### src/rtl/i2cbm_pkg.sv
package i2cbm_pkg;

    typedef struct packed {
        logic run;
        logic scl_rel;
    } ctl_t;

    localparam ctl_t CTL_RESET = '{run: 1'b0, scl_rel: 1'b1};

    typedef struct packed {
        logic scl_prev;
        logic sda_prev;
        logic free;
        logic stop_seen;
    } mon_t;

    localparam mon_t MON_RESET = '{scl_prev: 1'b1, sda_prev: 1'b1,
                                   free: 1'b1, stop_seen: 1'b0};

endpackage

### src/rtl/i2cbm_sync.sv
module i2cbm_sync #(
    parameter int STAGES = 2,
    parameter int WIDTH  = 2
) (
    input  logic             clk,
    input  logic             rst_n,
    input  logic [WIDTH-1:0] d_in,
    output logic [WIDTH-1:0] d_out
);

    localparam int LAST = STAGES - 1;

    typedef struct packed {
        logic [STAGES-1:0][WIDTH-1:0] pipe;
    } sync_t;

    sync_t sync_d, sync_q;

    always_comb begin
        sync_d = sync_q;
        sync_d.pipe[0] = d_in;
        for (int i = 1; i < STAGES; i++) begin
            sync_d.pipe[i] = sync_q.pipe[i-1];
        end
    end

    always_ff @(posedge clk or negedge rst_n) begin
        if (!rst_n) sync_q <= '1;
        else        sync_q <= sync_d;
    end

    assign d_out = sync_q.pipe[LAST];

endmodule

### src/rtl/i2cbm_cond.sv
module i2cbm_cond
    import i2cbm_pkg::*;
(
    input  logic clk,
    input  logic rst_n,
    input  logic scl,
    input  logic sda,
    output logic bus_free,
    output logic stop_seen
);

    mon_t mon_d, mon_q;
    logic start_det;
    logic stop_det;

    always_comb begin
        start_det = scl && mon_q.scl_prev && mon_q.sda_prev && !sda;
        stop_det  = scl && mon_q.scl_prev && !mon_q.sda_prev && sda;

        mon_d = mon_q;
        mon_d.scl_prev = scl;
        mon_d.sda_prev = sda;
        if (start_det) begin
            mon_d.free      = 1'b0;
            mon_d.stop_seen = 1'b0;
        end else if (stop_det) begin
            mon_d.free      = 1'b1;
            mon_d.stop_seen = 1'b1;
        end
    end

    always_ff @(posedge clk or negedge rst_n) begin
        if (!rst_n) mon_q <= MON_RESET;
        else        mon_q <= mon_d;
    end

    assign bus_free  = mon_q.free;
    assign stop_seen = mon_q.stop_seen;

    AST_START_CLEARS_FREE: assert property (@(posedge clk) disable iff (!rst_n)
        start_det |=> (!bus_free && !stop_seen));

    AST_STOP_SETS_FLAGS: assert property (@(posedge clk) disable iff (!rst_n)
        stop_det |=> (bus_free && stop_seen));

    AST_SCL_LOW_QUIET: assert property (@(posedge clk) disable iff (!rst_n)
        !scl |=> ($stable(bus_free) && $stable(stop_seen)));

endmodule

### src/rtl/i2cbm_ctl.sv
module i2cbm_ctl
    import i2cbm_pkg::*;
(
    input  logic       clk,
    input  logic       rst_n,
    input  logic       wr_en,
    input  logic [1:0] wdata,
    input  logic       eng_scl_oe,
    input  logic       eng_sda_oe,
    output logic [1:0] ctl_rd,
    output logic       eng_rst,
    output logic       scl_oe,
    output logic       sda_oe
);

    typedef struct packed {
        ctl_t ctl;
        logic active;
    } cst_t;

    cst_t st_d, st_q;
    logic engaged;

    always_comb begin
        st_d = st_q;
        if (wr_en) begin
            st_d.ctl.run     = wdata[1];
            st_d.ctl.scl_rel = wdata[0];
        end
        st_d.active = st_q.ctl.run;
    end

    always_ff @(posedge clk or negedge rst_n) begin
        if (!rst_n) st_q <= '{ctl: CTL_RESET, active: 1'b0};
        else        st_q <= st_d;
    end

    always_comb begin
        engaged = st_q.ctl.run && st_q.active;
        eng_rst = !engaged;
        if (!st_q.ctl.run) begin
            scl_oe = !st_q.ctl.scl_rel;
            sda_oe = 1'b0;
        end else if (!st_q.active) begin
            scl_oe = 1'b0;
            sda_oe = 1'b0;
        end else begin
            scl_oe = eng_scl_oe;
            sda_oe = eng_sda_oe;
        end
    end

    assign ctl_rd = {st_q.ctl.run, st_q.ctl.scl_rel};

    AST_WRITE_LANDS: assert property (@(posedge clk) disable iff (!rst_n)
        wr_en |=> (ctl_rd == $past(wdata)));

    AST_SDA_QUIET_IN_RESET: assert property (@(posedge clk) disable iff (!rst_n)
        eng_rst |-> !sda_oe);

    AST_ENTRY_IDLE: assert property (@(posedge clk) disable iff (!rst_n)
        $rose(ctl_rd[1]) |-> (eng_rst && !scl_oe && !sda_oe));

    AST_FORCE_RESET: assert property (@(posedge clk) disable iff (!rst_n)
        (wr_en && !wdata[1]) |=> (eng_rst && (scl_oe == !$past(wdata[0]))));

endmodule

### src/rtl/i2c_busmon_recover.sv
module i2c_busmon_recover #(
    parameter int SYNC_STAGES = 2
) (
    input  logic       clk,
    input  logic       rst_n,
    input  logic       scl_i,
    input  logic       sda_i,
    input  logic       eng_scl_oe,
    input  logic       eng_sda_oe,
    input  logic       ctl_we,
    input  logic [1:0] ctl_wdata,
    output logic [1:0] ctl_rdata,
    output logic [1:0] line_sts,
    output logic       bus_free,
    output logic       stop_seen,
    output logic       eng_rst,
    output logic       scl_oe,
    output logic       sda_oe
);

    localparam int LINES = 2;

    logic [LINES-1:0] lines_sync;

    i2cbm_sync #(.STAGES(SYNC_STAGES), .WIDTH(LINES)) i_sync (
        .clk   (clk),
        .rst_n (rst_n),
        .d_in  ({sda_i, scl_i}),
        .d_out (lines_sync)
    );

    i2cbm_cond i_cond (
        .clk       (clk),
        .rst_n     (rst_n),
        .scl       (lines_sync[0]),
        .sda       (lines_sync[1]),
        .bus_free  (bus_free),
        .stop_seen (stop_seen)
    );

    i2cbm_ctl i_ctl (
        .clk        (clk),
        .rst_n      (rst_n),
        .wr_en      (ctl_we),
        .wdata      (ctl_wdata),
        .eng_scl_oe (eng_scl_oe),
        .eng_sda_oe (eng_sda_oe),
        .ctl_rd     (ctl_rdata),
        .eng_rst    (eng_rst),
        .scl_oe     (scl_oe),
        .sda_oe     (sda_oe)
    );

    assign line_sts = lines_sync;

    AST_RESET_MODE_PINS: assert property (@(posedge clk) disable iff (!rst_n)
        !ctl_rdata[1] |-> (eng_rst && (scl_oe == !ctl_rdata[0])));

endmodule

### config.mk
export PLATFORM = sky130hd
export DESIGN_NAME = i2c_busmon_recover
export DESIGN_NICKNAME = d
export VERILOG_FILES = /design/src/rtl/i2cbm_pkg.sv /design/src/rtl/i2cbm_sync.sv /design/src/rtl/i2cbm_cond.sv /design/src/rtl/i2cbm_ctl.sv /design/src/rtl/i2c_busmon_recover.sv
export SDC_FILE = /design/constraint.sdc
export NUM_CORES = 1
export LEC_CHECK = 0
export CELL_PAD_IN_SITES_DETAIL_PLACEMENT = 1
export CELL_PAD_IN_SITES_GLOBAL_PLACEMENT = 2
export CORE_AREA = 10 10 47 49
export CTS_BUF_LIST = sky130_fd_sc_hd__clkbuf_4 sky130_fd_sc_hd__clkbuf_8 sky130_fd_sc_hd__clkbuf_16
export CTS_CLUSTER_SIZE = 40
export DETAILED_ROUTE_END_ITERATION = 12
export DIE_AREA = 0 0 57 59
export DONT_BUFFER_PORTS = 1
export GPL_ROUTABILITY_DRIVEN = 0
export MAX_ROUTING_LAYER = met4
export PLACE_DENSITY = 0.6
export RECOVER_POWER = 25
export SLEW_MARGIN = 20
export SYNTH_ARGS = -nofsm -noshare
export SYNTH_HDL_FRONTEND = slang
export SYNTH_HIERARCHICAL = 1
export SYNTH_SLANG_ARGS = --single-unit
### constraint.sdc
create_clock -name clk -period 2.05 [get_ports clk]
set_clock_uncertainty 0.05 [all_clocks]
set_input_delay 0.205 -clock clk [delete_from_list [all_inputs] [get_ports clk]]
set_output_delay 0.205 -clock clk [all_outputs]
set_load 0.01 [all_outputs]
## Word-level counts from Yosys, hierarchy flattened

Cells that the tools add are included.

- Mux-type cells: 6
- Reductions and logical operators: 11

Operator list:

| cell | count |
|---|---|
| logical AND 1 bit | 6 |
| logical NOT 1 bit | 4 |
| two-way mux 1 bit | 4 |
| two-way mux 2 bit | 2 |
| nonzero test 2 bit | 1 |

- Register bits after elaboration: 11
- Bits of input ports: 9
- Output and inout bits: 9
- Word-level logic and storage cells: 26

## Longest topological paths before layout

Gate-level depths: netlist (run 1).

- Depth after elaboration: 5
- Mapped depth: 3
- Gate-level depth less buffers: 3

## Hierarchy

The synthesis (run 1) kept the hierarchy.

By module, submodules not included:

| module | times used | cells each | area an instance (µm²) | seq. area each (µm²) |
|---|---|---|---|---|
| i2cbm_cond | 1 | 11 | 140.1 | 103.8 |
| i2cbm_ctl | 1 | 11 | 133.9 | 76.3 |
| i2cbm_sync | 1 | 4 | 105.1 | 105.1 |

## Worst setup path before layout (run 1)

OpenSTA, ideal clock, no wires.

- Path kind: register to register
- Start point: reg i_sync.sync_q, in the netlist i_sync/d_out[0]
- End point: reg i_cond.mon_q, in the netlist i_cond/stop_seen
- Setup time: 0.123 ns
- Arrival time: 0.803 ns
- Data required time: 1.877 ns
- Path slack: 1.074 ns
- Stages on the path, launching flop included: 4
- Buffers on the path: 0
- Clock period less this slack: 0.976 ns
- Cell sequence: dfstp_2 nand2_1 o21ai_1 a21oi_1

- Cells in the longest elaborated chain, start to end: 4
- Elaborated cells between the ends (all ways): 7
- Those cells by class: mux: 1; reduce/logical: 6

Ends and longest elaborated chain:

| item | line | text |
|---|---|---|
| start, declared | i2cbm_sync.sv:17 | `sync_t sync_d, sync_q;` |
| start signal, assigned | i2cbm_sync.sv:29 | `else sync_q <= sync_d;` |
| logical AND 1 bit (*) | i2cbm_cond.sv:17, i2cbm_cond.sv:18 |  |
| logical AND 1 bit, on equally long branches (2 in a row) | i2cbm_cond.sv:17, i2cbm_cond.sv:18 |  |
| two-way mux 2 bit or nonzero test 2 bit (tied branches) | n/a |  |
| end signal, assigned | i2cbm_cond.sv:34 | `else mon_q <= mon_d;` |
| end, declared | i2cbm_cond.sv:12 | `mon_t mon_d, mon_q;` |

Mark *: on every way between the ends. The rest lies on a longest branch, timed or not.
A chain may end at the register's enable or synchronous reset.

## Worst setup path after layout (run 1)

- Start point: reg i_ctl.st_q, in the netlist i_ctl/ctl_rd[1]
- End point: out scl_oe

- Cells in the longest elaborated chain, start to end: 1

Ends and longest elaborated chain:

| item | line | text |
|---|---|---|
| start, declared | i2cbm_ctl.sv:21 | `cst_t st_d, st_q;` |
| start signal, assigned | i2cbm_ctl.sv:34 | `if (!rst_n) st_q <= '{ctl: CTL_RESET, active: 1'b0};` |
| start signal, assigned | i2cbm_ctl.sv:35 | `else st_q <= st_d;` |
| two-way mux 1 bit | i2cbm_ctl.sv:41 | `if (!st_q.ctl.run) begin` |
| end, declared | i2c_busmon_recover.sv:17 | `output logic scl_oe,` |

No other way between the ends.

==> impl_metrics.csv, run 1 <==
group,metric,value,unit
status,status,"finished, final reports clean",
final_layout,finalNonFillerCells,47,
clocking,clock_sinks,11,
sta,hold_viol,0,
synthesis,synth_seq_cells,11,
clocking,cts_buffer_depth,2,
global_routing,grtUsageTotal,5.28,%
pwr,p_sw,100,uW
global_routing,grt_pass1_wl,1290,um
clocking,post-cts-setup-buffer-count,0,
worst_setup_path,crit_chain,"o21ai_0",
die,core_area,1400,um^2
routing,wl_per_cell,17.0,um
die,die-width,57,um
worst_setup_path,cp.arrival,1.11,ns
pwr,clkPwrFrac,35.4,%
sta,timing.final.crit_share,66.6,%
clocking,ctsHtreeMaxLevel,1,
place,dp.cells,40,
final_layout,layout_common_cells,"dfstp_2, clkbuf_4, dlygate4sd3_1, dfrtp_1",
final_layout,multi_input_area,78.8,um^2
worst_setup_path,cp-start-kind,"flop",
worst_setup_path,worstPathMaxFanout,7,
die,start_util,27.1,%
clocking,numCtsBuffers,3,
worst_setup_path,worst_path_max_delay_cell,"dfrtp_1",
job,maxCapViolCount,0,
synthesis,syn_area_per_cell,14.6,um^2
sta,grt_setup_unrepaired,"no",
routing,drt_wl_total,798,um
synthesis,ys_seq_area_share,75.2,%
clocking,cts_tree,"yes",
final_layout,final_common_cell,"dfstp_2",
worst_setup_path,cp.required,1.79,ns
pwr,p_int,340,uW
synthesis,synth.distinct_cells,11,
worst_setup_path,crit_buf_inv,0,
routing,route.detailed.drc,0,
worst_setup_path,critical-path-top-delay-family,"flip-flops",
hold_path,hold_class,"input port to flop",
final_layout,fillers,163,
final_layout,seqCellArea,285,um^2
worst_setup_path,critPathMaxStageDelay,0.47,ns
sta,relSlewSlack,67.2,%
routing,drtIter0Drc,1,
pwr,p_seq_share,58.6,%
clocking,cts_resized,0,
final_layout,num_antenna_cells,0,
routing,avgViaCountPerCell,4.64,
sta,totalNegativeSetupSlack,0,ns
worst_setup_path,worst-setup-path-type,"flop to primary output",
die,dieArea,3360,um^2
pwr,irDropWorstVdd,0.346,mV
pwr,power.leakage,0.000177,uW
global_routing,grt_max_degree,12,
synthesis,netlist_instances,26,
sta,worst_pin_slew,0.490,ns
worst_setup_path,endpoint_kind,"primary output",
final_layout,drive_gt1_share,38.7,%
die,die_y,59,um
pwr,comb_power_share,6.0,%
die,rows,14,
sta,finalSetupViolCount,0,
clocking,cts-root-buf,"clkbuf_4",
pwr,powerDensity,990,nW/um^2
place,portBuffers,0,
sta,maxClockFrequency,0.732,GHz
final_layout,finalNetCount,41,
final_layout,area_delta_synth_final,17.2,%
pwr,p_sw_share,22.7,%
global_routing,grt_pass1_vias,239,
routing,ant_nets,0,
sta,fin_crit,1.37,ns
sta,drv_slew,0,
clocking,clk_pin_slew_worst_paths,0.07,ns
synthesis,synth_warnings,6,
die,io_pins,18,
global_routing,grt_overflow,0,
synthesis,synth_area,379,um^2
clocking,clock_latency,0.26,ns
global_routing,antenna_found_initial,0,
synthesis,synth_fp_nets,35,
routing,dr.pass1.iters,2,
routing,vias,218,
==> power by group through the flow <==
| stage | Combinational, uW | Clock (uW) | Sequential [uW] |
|---|---|---|---|
| floorplan | 23.9 | 0 | 255 |
| global placement | 17.8 | 0 | 261 |
| detailed placement | 19.1 | 0 | 263 |
| CTS | 27.6 | 168 | 259 |
| global route | 30.0 | 179 | 261 |
| finish | 26.5 | 156 | 258 |
==> synth_stat cells <==
cell	number	share of area [%]
o21ai_0	1	1.3
dfstp_2	8	55
mux2_2	2	5.9
nand2_1	2	2.0
o21ai_1	2	2.6
a21oi_1	2	2.6
dfrtp_1	3	20
a31oi_1	2	3.3
and3_1	1	1.7
nand3_1	1	1.3
buf_4	2	4.0
==> cell type report <==
class	instances	area share (%)
Multi-Input combinational cell	13	17.7
Tap cell	16	4.51
Timing Repair Buffer	3	6.76
Clock buffer	4	6.76
Sequential cell	11	64.2
==> registers in the layout (all words and copies together) (netlist names) <==
register and cells:
i_cond/bus_free 1, i_cond/mon_q 2, i_cond/stop_seen 1, i_ctl/ctl_rd 2, i_ctl/st_q 1, i_sync/d_out 2, i_sync/sync_d 2
==> worst paths after layout <==
check	cells after the start	startpoint	slack (ns)	end
max in group asynchronous	1	rst_n	1.31	i_sync/sync_d[2]
worst min-delay path	1	ctl_wdata[0]	0.04	i_ctl/ctl_rd[0]
min in group asynchronous	1	rst_n	0.29	i_ctl/ctl_rd[1]
worst max-delay path	1	i_ctl/ctl_rd[1]	0.68	scl_oe
worst max register to register	3	i_sync/d_out[0]	0.96	i_cond/stop_seen
worst min register to register	0	i_sync/sync_d[3]	0.31	i_sync/d_out[1]
==> worst register-to-register path, stage by stage, from the launching register on <==
cell     delay, ns
dfstp_1       0.63
nand2_1       0.10
o21ai_1       0.12
a21oi_1       0.07
==> layer usage <==
metal / global-route usage (%) / routed length, um / vias up
met3: 3.65 / 98 / 0
met5: - / 0 / -
met4: 5.03 / 0 / 0
met2: 7.75 / 433 / 11
li1: - / - / 101
met1: 4.36 / 266 / 106
==> through the flow <==
step | area [um^2] | hold slack, ns | total power [uW] | setup WS [ns] | util, %
global placement | 384 | -0.140 | 279 | 0.958 | 27.4
floorplan | 379 | -0.141 | 279 | 1.07 | -
detailed placement | 384 | -0.140 | 282 | 0.937 | 27.4
CTS | 444 | 0.0242 | 455 | 0.632 | 31.7
global route | 444 | 0.0168 | 470 | 0.598 | 31.7
finish | 444 | 0.0406 | 440 | 0.684 | 31.7
==> timing repair <==
item | in CTS | in global routing
endpoints found under the setup margin | 0 | 0
hold endpoints to repair | 13 | 0
hold buffers | 3 | 0
==> cells by family (layout without fill, tap and decap cells) <==
kind of cell    Yosys count  count (layout)  share of synthesized area (%)
buf+inv                   2               7                           3.96
mux                       2               2                           5.94
flops                    11              11                           75.2
compound gates            7               7                           9.90
simple gates              4               4                           4.95
(Power assumes the default switching activity.)
==> inputs of run 2 (changes only) <==
clock period = 1.35 ns   (was 2.05 ns; I/O delays follow)
==> run 2 against run 1 <==
  * Combinational power increased by 82%
  * Sequential share of layout area down 4.1 points
  * Final cell count increased by 6.4%
  * Die area did not move
  * Total power up 55%
  * Highest routed layer unchanged
==> impl_metrics.csv, run 2 (same netlist as run 1, synthesis figures left out) <==
group,metric,value,unit
die,start_util,27.1,%
die,rows,14,
sta,maxClockFrequency,0.823,GHz
final_layout,seqCellArea,285,um^2
place,portBuffers,0,
final_layout,area_delta_synth_final,25.1,%
routing,route.detailed.drc,0,
sta,setup_ws,0.134,ns
final_layout,layout_common_cells,"dfstp_2, dlygate4sd3_1, clkbuf_4",
sta,finalSetupViolCount,0,
sta,totalNegativeSetupSlack,0,ns
status,status,"finished, final reports clean",
die,core_area,1400,um^2
clocking,clk_pin_slew_worst_paths,0.07,ns
routing,drtIter0Drc,1,
worst_setup_path,endpoint_kind,"primary output",
final_layout,drive_gt1_share,41.2,%
place,pre_cts_ws,0.307,ns
final_layout,fillers,162,
pwr,p_seq_share,57.8,%
pwr,power.leakage,0.000191,uW
global_routing,grt_pass1_wl,1390,um
pwr,p_sw_share,23.1,%
global_routing,grtUsageTotal,5.64,%
final_layout,finalNonFillerCells,50,
job,maxCapViolCount,0,
die,io_pins,18,
final_layout,num_antenna_cells,0,
pwr,clkPwrFrac,35.1,%
routing,wl_per_cell,16.8,um
sta,hold_viol,0,
worst_setup_path,cp.arrival,1.03,ns
worst_setup_path,cp-start-kind,"flop",
worst_setup_path,worst-setup-path-type,"flop to primary output",
global_routing,grt_max_degree,12,
final_layout,multi_input_area,78.8,um^2
global_routing,antenna_found_initial,0,
clocking,clock_latency,0.27,ns
clocking,cts-root-buf,"clkbuf_4",
hold_path,hold_class,"input port to asynchronous set/reset pin",
sta,timing.final.crit_share,90.1,%
final_layout,fin_util,33.8,%
clocking,cts_buffer_depth,2,
final_layout,final_common_cell,"dfstp_2",
worst_setup_path,cp.required,1.16,ns
routing,vias,223,
clocking,clock_sinks,11,
routing,drt_wl_total,841,um
clocking,ctsHtreeMaxLevel,1,
pwr,irDropWorstVdd,0.547,mV
routing,avgViaCountPerCell,4.46,
die,die-width,57,um
sta,drv_slew,0,
place,dp.cells,40,
routing,dr.pass1.iters,2,
pwr,p_int,523,uW
sta,worst_pin_slew,0.486,ns
final_layout,final_area,474,um^2
pwr,comb_power_share,7.1,%
final_layout,finalNetCount,44,
routing,ant_nets,0,
sta,grt_setup_unrepaired,"no",
die,die_y,59,um
clocking,cts_tree,"yes",
die,dieArea,3360,um^2
worst_setup_path,worstPathMaxFanout,7,
global_routing,grt_overflow,0,
pwr,powerDensity,1430,nW/um^2
pwr,p_sw,157,uW
place,placedInstanceArea,384,um^2
clocking,post-cts-setup-buffer-count,0,
sta,relSlewSlack,67.5,%
global_routing,grt_pass1_vias,249,
sta,fin_crit,1.22,ns
clocking,numCtsBuffers,3,
==> run 2: changes by cell type in the layout (fill, tap and decap cells not counted) <==
cell	change
dlygate4sd3_1	+3
dfstp_1	-2
dfstp_2	+2
o21ai_1	+1
o21ai_0	-1
==> run 2: worst max-delay path: stages (launching register included) <==
cell and delay, ns:
dfrtp_1 0.49, nand3_1 0.11, o21ai_1 0.17
==> run 2: cell type report <==
cell class / count / share of cell area (%)
multi-input cells: 13 / 16.6
clock buffers: 4 / 6.33
repair buffers: 6 / 12.7
well taps: 16 / 4.22
flip-flops and latches: 11 / 60.2
==> run 2: metal layers <==
layer / wire, um / global-route usage (%) / part of all wire [%]
met2: 450 / 8.22 / 54
met4: 0 / 5.03 / 0
met1: 310 / 5.21 / 37
met5: 0 / - / 0
met3: 81 / 3.22 / 9.6
==> run 2: per-stage QoR <==
| stage | hold slack, ns | total power (uW) |
|---|---|---|
| 2_1_floorplan | -0.211 | 424 |
| 3_3_place_gp | -0.210 | 424 |
| 3_5_place_dp | -0.210 | 429 |
| 4_1_cts | 0.216 | 698 |
| 5_1_grt | 0.226 | 725 |
| 6_report | 0.213 | 680 |
==> run 2: power groups by stage <==
stage	sequential, uW	clock (uW)	combinational, uW
2_1_floorplan	388	0	36.3
3_3_place_gp	397	0	27.1
3_5_place_dp	400	0	29.0
4_1_cts	394	255	49.3
5_1_grt	399	272	54.5
6_report	393	239	48.1
==> run 2: final timing paths <==
path / startpoint / endpoint / slack (ns) / depth (start not counted)
max: i_ctl/ctl_rd[1] / scl_oe / 0.13 / 2
min: rst_n / i_ctl/ctl_rd[1] / 0.21 / 1
max reg2reg: i_sync/d_out[0] / i_cond/stop_seen / 0.33 / 3
min reg2reg: i_sync/sync_d[3] / i_sync/d_out[1] / 0.30 / 0
max in group asynchronous: rst_n / i_sync/d_out[0] / 0.68 / 1
min in group clk: i_sync/sync_d[3] / i_sync/d_out[1] / 0.30 / 0
==> run 2: timing repair <==
action                                  CTS  global route
endpoints found under the setup margin    0             1
resized for setup                         0             1
hold buffers                              6             0
hold endpoints to repair                 15             0
